[src/rtl/acq_seq_pkg.sv]
package acq_seq_pkg;

  localparam int ENTRY_W = 7;

  typedef struct packed {
    logic       diff;
    logic [1:0] gain;
    logic [3:0] chan;
  } tbl_entry_t;

  typedef struct packed {
    logic [2:0] mux_sel;
    logic       pos_b;
    logic       neg_b;
    logic [1:0] gain;
  } route_t;

  typedef enum logic [1:0] {
    SQ_IDLE   = 2'd0,
    SQ_SETTLE = 2'd1,
    SQ_REQ    = 2'd2
  } seq_state_t;

  // Channel/mode to switch settings. Differential always puts mux A on the
  // positive path and mux B on the negative path; single-ended grounds the
  // negative path and lets channel bit 3 pick the positive source.
  function automatic route_t route_of(input tbl_entry_t e);
    route_t r;
    r.mux_sel = e.chan[2:0];
    r.gain    = e.gain;
    if (e.diff) begin
      r.pos_b = 1'b0;
      r.neg_b = 1'b1;
    end else begin
      r.pos_b = e.chan[3];
      r.neg_b = 1'b0;
    end
    return r;
  endfunction

endpackage

[src/rtl/acq_pace_div.sv]
module acq_pace_div #(
  parameter int DIV_W = 16
) (
  input  logic             clk,
  input  logic             rst_n,
  input  logic [DIV_W-1:0] div,
  output logic             tick
);

  logic [DIV_W-1:0] cnt_q;
  logic             run;

  assign run  = (div != '0);
  assign tick = run && (cnt_q >= div - DIV_W'(1));

  always_ff @(posedge clk) begin
    if (!rst_n)
      cnt_q <= '0;
    else if (!run || tick)
      cnt_q <= '0;
    else
      cnt_q <= cnt_q + DIV_W'(1);
  end

  // with a period longer than one cycle, ticks never come back to back
  pace_gap_chk: assert property (@(posedge clk) disable iff (!rst_n)
    (tick && div > DIV_W'(1) && $stable(div)) |=> !tick);

endmodule

[src/rtl/acq_cfg_ram.sv]
module acq_cfg_ram #(
  parameter int ADDR_W = 8,
  parameter int DATA_W = 7
) (
  input  logic              clk,
  input  logic              we,
  input  logic [ADDR_W-1:0] waddr,
  input  logic [DATA_W-1:0] wdata,
  input  logic [ADDR_W-1:0] raddr,
  output logic [DATA_W-1:0] rdata
);

  localparam int DEPTH = 1 << ADDR_W;

  logic [DATA_W-1:0] mem [DEPTH];

  always_ff @(posedge clk) begin
    if (we)
      mem[waddr] <= wdata;
    if (we && waddr == raddr)
      rdata <= wdata;
    else
      rdata <= mem[raddr];
  end

endmodule

[src/rtl/acq_sample_fifo.sv]
module acq_sample_fifo #(
  parameter int DATA_W   = 24,
  parameter int DEPTH_LG = 4
) (
  input  logic              clk,
  input  logic              rst_n,
  input  logic              push,
  input  logic [DATA_W-1:0] din,
  input  logic              pop,
  output logic [DATA_W-1:0] dout,
  output logic              empty,
  output logic              full,
  output logic              ovf
);

  localparam int DEPTH = 1 << DEPTH_LG;

  logic [DATA_W-1:0]   mem [DEPTH];
  logic [DEPTH_LG-1:0] wptr_q, rptr_q;
  logic [DEPTH_LG:0]   count_q;
  logic                wr_ok, rd_ok;

  assign empty = (count_q == '0);
  assign full  = (count_q == (DEPTH_LG+1)'(DEPTH));
  assign wr_ok = push && !full;
  assign rd_ok = pop && !empty;
  assign dout  = mem[rptr_q];

  always_ff @(posedge clk) begin
    if (wr_ok)
      mem[wptr_q] <= din;
  end

  always_ff @(posedge clk) begin
    if (!rst_n) begin
      wptr_q  <= '0;
      rptr_q  <= '0;
      count_q <= '0;
      ovf     <= 1'b0;
    end else begin
      if (wr_ok)
        wptr_q <= wptr_q + DEPTH_LG'(1);
      if (rd_ok)
        rptr_q <= rptr_q + DEPTH_LG'(1);
      case ({wr_ok, rd_ok})
        2'b10:   count_q <= count_q + (DEPTH_LG+1)'(1);
        2'b01:   count_q <= count_q - (DEPTH_LG+1)'(1);
        default: count_q <= count_q;
      endcase
      if (push && full)
        ovf <= 1'b1;
    end
  end


  no_overflow_chk: assert property (@(posedge clk) disable iff (!rst_n)
    (push && full && !pop) |=> (ovf && full));


  ovf_sticky_chk: assert property (@(posedge clk) disable iff (!rst_n)
    ovf |=> ovf);


  fifo_bound_chk: assert property (@(posedge clk) disable iff (!rst_n)
    count_q <= (DEPTH_LG+1)'(DEPTH));

endmodule

[src/rtl/acq_table_seq.sv]
module acq_table_seq
  import acq_seq_pkg::*;
#(
  parameter int IDX_W      = 8,
  parameter int DIV_W      = 16,
  parameter int RES_W      = 16,
  parameter int SETTLE_CYC = 192,
  parameter int FIFO_LG    = 4
) (
  input  logic                   clk,
  input  logic                   rst_n,
  input  logic [DIV_W-1:0]       cfg_div,
  input  logic [IDX_W-1:0]       tbl_last,
  input  logic                   tbl_we,
  input  logic [IDX_W-1:0]       tbl_waddr,
  input  logic [ENTRY_W-1:0]     tbl_wdata,
  output logic [2:0]             mux_sel,
  output logic                   sw_pos_sel,
  output logic                   sw_neg_sel,
  output logic [1:0]             gain_sel,
  output logic                   conv_req,
  input  logic                   conv_done,
  input  logic [RES_W-1:0]       conv_data,
  input  logic                   fifo_rd,
  output logic [IDX_W+RES_W-1:0] fifo_rdata,
  output logic                   fifo_empty,
  output logic                   fifo_full,
  output logic                   fifo_ovf
);

  localparam int                SET_W    = $clog2(SETTLE_CYC + 1);
  localparam int                WORD_W   = IDX_W + RES_W;
  localparam logic [SET_W-1:0]  SET_LOAD = SET_W'(SETTLE_CYC - 1);

  function automatic logic [IDX_W-1:0] idx_advance(
    input logic [IDX_W-1:0] cur,
    input logic [IDX_W-1:0] last
  );
    return (cur >= last) ? '0 : cur + IDX_W'(1);
  endfunction

  seq_state_t         st_q;
  logic [SET_W-1:0]   settle_q;
  logic [IDX_W-1:0]   idx_q, idx_d;
  route_t             route_q;
  logic [ENTRY_W-1:0] rd_raw;
  tbl_entry_t         rd_entry;
  logic               seq_on, pace_tick;
  logic               evt_start, evt_settled, evt_end;
  logic [WORD_W-1:0]  push_word;

  assign seq_on      = (cfg_div != '0);
  assign evt_start   = seq_on && (st_q == SQ_IDLE) && pace_tick;
  assign evt_settled = seq_on && (st_q == SQ_SETTLE) && (settle_q == '0);
  assign evt_end     = seq_on && (st_q == SQ_REQ) && conv_done;
  assign rd_entry    = tbl_entry_t'(rd_raw);
  assign push_word   = {idx_q, conv_data};

  always_comb begin
    if (!seq_on)
      idx_d = '0;
    else if (evt_end)
      idx_d = idx_advance(idx_q, tbl_last);
    else
      idx_d = idx_q;
  end

  acq_pace_div #(.DIV_W(DIV_W)) u_pace (
    .clk   (clk),
    .rst_n (rst_n),
    .div   (cfg_div),
    .tick  (pace_tick)
  );

  acq_cfg_ram #(.ADDR_W(IDX_W), .DATA_W(ENTRY_W)) u_table (
    .clk   (clk),
    .we    (tbl_we),
    .waddr (tbl_waddr),
    .wdata (tbl_wdata),
    .raddr (idx_d),
    .rdata (rd_raw)
  );

  acq_sample_fifo #(.DATA_W(WORD_W), .DEPTH_LG(FIFO_LG)) u_fifo (
    .clk   (clk),
    .rst_n (rst_n),
    .push  (evt_end),
    .din   (push_word),
    .pop   (fifo_rd),
    .dout  (fifo_rdata),
    .empty (fifo_empty),
    .full  (fifo_full),
    .ovf   (fifo_ovf)
  );

  always_ff @(posedge clk) begin
    if (!rst_n) begin
      st_q     <= SQ_IDLE;
      settle_q <= '0;
      idx_q    <= '0;
      route_q  <= '0;
    end else begin
      idx_q <= idx_d;
      if (!seq_on) begin
        st_q     <= SQ_IDLE;
        settle_q <= '0;
      end else begin
        case (st_q)
          SQ_IDLE: if (pace_tick) begin
            route_q  <= route_of(rd_entry);
            settle_q <= SET_LOAD;
            st_q     <= SQ_SETTLE;
          end
          SQ_SETTLE: begin
            if (evt_settled)
              st_q <= SQ_REQ;
            else
              settle_q <= settle_q - SET_W'(1);
          end
          SQ_REQ: if (conv_done)
            st_q <= SQ_IDLE;
          default: st_q <= SQ_IDLE;
        endcase
      end
    end
  end

  assign conv_req   = (st_q == SQ_REQ);
  assign mux_sel    = route_q.mux_sel;
  assign sw_pos_sel = route_q.pos_b;
  assign sw_neg_sel = route_q.neg_b;
  assign gain_sel   = route_q.gain;

  // Checker-side count of cycles since the last period start.
  logic [SET_W:0] chk_since;
  always_ff @(posedge clk) begin
    if (!rst_n)
      chk_since <= '0;
    else if (evt_start)
      chk_since <= '0;
    else if (chk_since != '1)
      chk_since <= chk_since + (SET_W+1)'(1);
  end


  settle_len_chk: assert property (@(posedge clk) disable iff (!rst_n)
    $rose(conv_req) |-> (chk_since == (SET_W+1)'(SETTLE_CYC)));


  req_hold_chk: assert property (@(posedge clk) disable iff (!rst_n)
    (conv_req && !conv_done && seq_on) |=> conv_req);


  route_hold_chk: assert property (@(posedge clk) disable iff (!rst_n)
    (conv_req && !conv_done) |=> ($stable(mux_sel) && $stable(gain_sel)
                                  && $stable(sw_pos_sel) && $stable(sw_neg_sel)));


  div_off_chk: assert property (@(posedge clk) disable iff (!rst_n)
    (cfg_div == '0) |=> !conv_req);


  idx_wrap_chk: assert property (@(posedge clk) disable iff (!rst_n)
    (evt_end && idx_q >= tbl_last) |=> (idx_q == '0));


  diff_pair_chk: assert property (@(posedge clk) disable iff (!rst_n)
    sw_neg_sel |-> !sw_pos_sel);

endmodule

[config.mk]
export PLATFORM = sky130hd
export DESIGN_NAME = acq_table_seq
export DESIGN_NICKNAME = d
export VERILOG_FILES = /design/src/rtl/acq_seq_pkg.sv /design/src/rtl/acq_pace_div.sv /design/src/rtl/acq_cfg_ram.sv /design/src/rtl/acq_sample_fifo.sv /design/src/rtl/acq_table_seq.sv
export SDC_FILE = /design/constraint.sdc
export NUM_CORES = 2
export LEC_CHECK = 0
export BUFFER_PORTS_ARGS = -buffer_cell sky130_fd_sc_hd__buf_2
export CELL_PAD_IN_SITES_DETAIL_PLACEMENT = 1
export CELL_PAD_IN_SITES_GLOBAL_PLACEMENT = 1
export CORE_ASPECT_RATIO = 1.4
export CORE_UTILIZATION = 60
export CTS_BUF_LIST = sky130_fd_sc_hd__clkbuf_4 sky130_fd_sc_hd__clkbuf_8 sky130_fd_sc_hd__clkbuf_16
export CTS_CLUSTER_DIAMETER = 100
export DETAILED_ROUTE_END_ITERATION = 8
export GPL_TIMING_DRIVEN = 0
export PLACE_DENSITY_LB_ADDON = 0.2
export SYNTH_ARGS = -nofsm -noshare
export SYNTH_HDL_FRONTEND = slang
export SYNTH_SLANG_ARGS = --single-unit
[constraint.sdc]
create_clock -name clk -period 9.71 [get_ports clk]
set_input_delay 0 -clock clk [delete_from_list [all_inputs] [get_ports clk]]
set_output_delay 0 -clock clk [all_outputs]
set_load 0.005 [all_outputs]
==> out/metrics.csv <==
metric,value,unit
status,finished with violations,
violations,"max-capacitance violations, max-slew violations",
core_area,0.144,mm²
ios,95,
p_switching,3810,µW
path_clk_slew,0.06,ns
drive_gt1_share,24.6,%
grt_util_all_layers,38.8,%
ant_nets,0,
p_per_area,195,mW/mm²
dr_total_vias,47100,
ff_latch_area,0.0667,mm²
clock.fmax,163,MHz
grt_max_degree,173,
p_int,15200,µW
ys_ff_latch,2243,
avgSynthCellArea,21.1,µm²
fillers,11300,
cts_buffers,198,
ys.flop_type,edfxtp_1,
grt_pass1_wl,380000,µm
finalHoldViolations,0,
comb_power_share,1.4,%
p_clk_share,42.8,%
overflow,0,
worstHoldStart,cfg_div[14],
cts_buffer_depth,3,
synthCells,4133,
grt_pass1_vias,48500,
vdd_drop_max,0.188,mV
post_drt_wl_per_cell,42.4,µm
rows,165,
fin_setup_tns,0,ns
slew_viol_final,66,
die_area,0.147,mm²
syn_nets,4232,
drt-initial-drc-count,6921,
fin_crit,6.15,ns
drcViolationCount,0,
drv_cap,7,
cts_tree,done,
reg2reg_slack,3.56,ns
relSlewSlack,-10.6,%
drtPass1Iterations,6,
yosysWarnings,0,
dpl_cell_area,0.0904,mm²
syn_area,0.0872,mm²
nets,4572,
final_area,0.0975,mm²
rsz0062_at_grt,no,
clkSinkCount,2243,
critPathMaxFanout,12,
r2r-end,mux_sel[2]$_SDFFE_PN0P_,
wl,279000,µm
cp-end-kind,register,
hold_class,input port to register,
vias_per_cell,7.17,
clock_latency,0.88,ns
die_w,324,µm
synth_edf_count,2176,
rr_worst_depth,11,
setup_viol,0,
antenna_found_initial,13,
power_frac_seq,55.8,%
place_hpwl,182000,µm
final_cell_mix,"2176 x edfxtp_1, 544 x mux4_2, 302 x nor2_1",
port_buffers,91,
worstPathRequired,10.44,ns
fp.dieH,453,µm
tightest_slew,1.66,ns
final_common_cell,edfxtp_1,
ys_seq_area_share,76.5,%
min_delay_path_depth,6,
post-route-period-util,63.3,%
synthArstFlopShare,0,%
cp.arrival,6.88,ns
cts-root-buf,clkbuf_16,
startpoint_type,register,
swShare,20.0,%
p_leak,0.0300,µW
fin_worst_skew,0.0589,ns
start_util,60.4,%
gp_congestion,1.01,
area_growth,11.8,%
htree_num_levels,4,
worstSetupPathType,register to register,
multi_input_area,0.0192,mm²
ys_types,67,
[worst max-delay path by stage]
| stage | endpoint | slack (ns) | cells past startpoint |
|---|---|---|---|
| floorplan | settle_q[6]$_SDFFE_PN0P_ | 6.48 | 14 |
| global placement | sw_neg_sel$_SDFFE_PN0P_ | 3.88 | 10 |
| detailed placement | gain_sel[0]$_SDFFE_PN0P_ | 4.26 | 11 |
| CTS | gain_sel[1]$_SDFFE_PN0P_ | 4.20 | 11 |
| global route | mux_sel[2]$_SDFFE_PN0P_ | 3.94 | 11 |
| finish | mux_sel[2]$_SDFFE_PN0P_ | 3.56 | 11 |
[power by group through the flow]
stage / Sequential [µW] / Clock [µW] / Combinational (µW)
final: 10600 / 8150 / 267
after global routing: 10600 / 8410 / 275
after CTS: 10600 / 8130 / 258
after detailed placement: 10800 / 0 / 245
after global placement: 10900 / 0 / 211
after floorplan: 10800 / 0 / 46.4
[worst max-delay path: stages, from the launching register on]
cell and delay, ns:
dfxtp_1 0.39, buf_4 0.33, buf_4 0.35, buf_2 0.62, buf_1 1.16, mux4_2 0.45, a221oi_1 0.54, o22ai_1 0.57
nor3_1 0.79, nor2_1 0.10, nor3_1 0.54, o22ai_1 0.17
[per-stage QoR]
stage	hold slack (ns)	total power (µW)	std cells	worst slack, ns	util (%)
2_1_floorplan	0.0989	10900	4133	6.48	-
3_3_place_gp	0.329	11100	6144	3.88	62.4
3_5_place_dp	0.354	11100	6157	4.26	62.7
4_1_cts	0.00480	19000	6556	4.20	67.5
5_1_grt	0.0658	19300	6558	3.94	67.6
6_report	0.0351	19000	6565	3.56	67.6
[cell type report]
cell class,instances,share of cell area [%]
buffer,234,1.31
antenna,8,0.0205
clock inverter,122,1.38
inverter,31,0.119
tap,1920,2.46
multi-input combinational,1625,19.7
sequential,2243,68.4
clock buffer,242,5.46
timing repair buffer,140,1.16
[Yosys cell counts, types with 31 or more instances]
library cell  number  share of area [%]
ha_1              38               0.55
o22ai_1           45               0.32
mux2i_1           52               0.60
a22o_1            49               0.49
a21oi_1           59               0.34
nand2_1           60               0.26
nor2_1           303                1.3
dfxtp_1           67                1.5
nand3_1           35               0.20
inv_1             31               0.13
mux4_2           544                 14
edfxtp_1        2176                 75
a221oi_1          34               0.34
a22oi_1           94               0.81
buf_2             35               0.20
nor3_1            64               0.37
clkbuf_1         124               0.53
[state kept, by name, summed over array words and instances (netlist names), named ones only]
register,count
u_fifo.ovf,1
gain_sel,2
u_table.mem,1792
sw_neg_sel,1
u_fifo.wptr_q,4
u_pace.cnt_q,16
settle_q,8
st_q,2
u_fifo.count_q,5
u_fifo.mem,384
sw_pos_sel,1
mux_sel,3
u_fifo.rptr_q,4
idx_q,8
[cells by family after synthesis]
kind of cell	share of synthesized area [%]
adders and majority gates	0.568
AOI/OAI and AO/OA	3.14
buffers and inverters	1.59
muxes	14.9
xor gates and xnor gates	0.442
DFF	76.5
and+or+nand+nor	2.94
[layer usage]
| layer | global-route usage [%] | vias up | wire length [µm] |
|---|---|---|---|
| li1 | - | 17900 | - |
| met1 | 44.5 | 24400 | 87600 |
| met2 | 61.9 | 3716 | 134000 |
| met3 | 10.9 | 999 | 30100 |
| met4 | 29.5 | 12 | 26200 |
| met5 | 0.398 | - | 146 |
[timing repair]
item / 4_1_cts / 5_1_grt
hold buffers: 35 / 0
resized for setup: 0 / 0
buffers inserted: 0 / 0
hold endpoints to repair: 1146 / 0
Note: power is estimated with default switching activity, not from simulation.
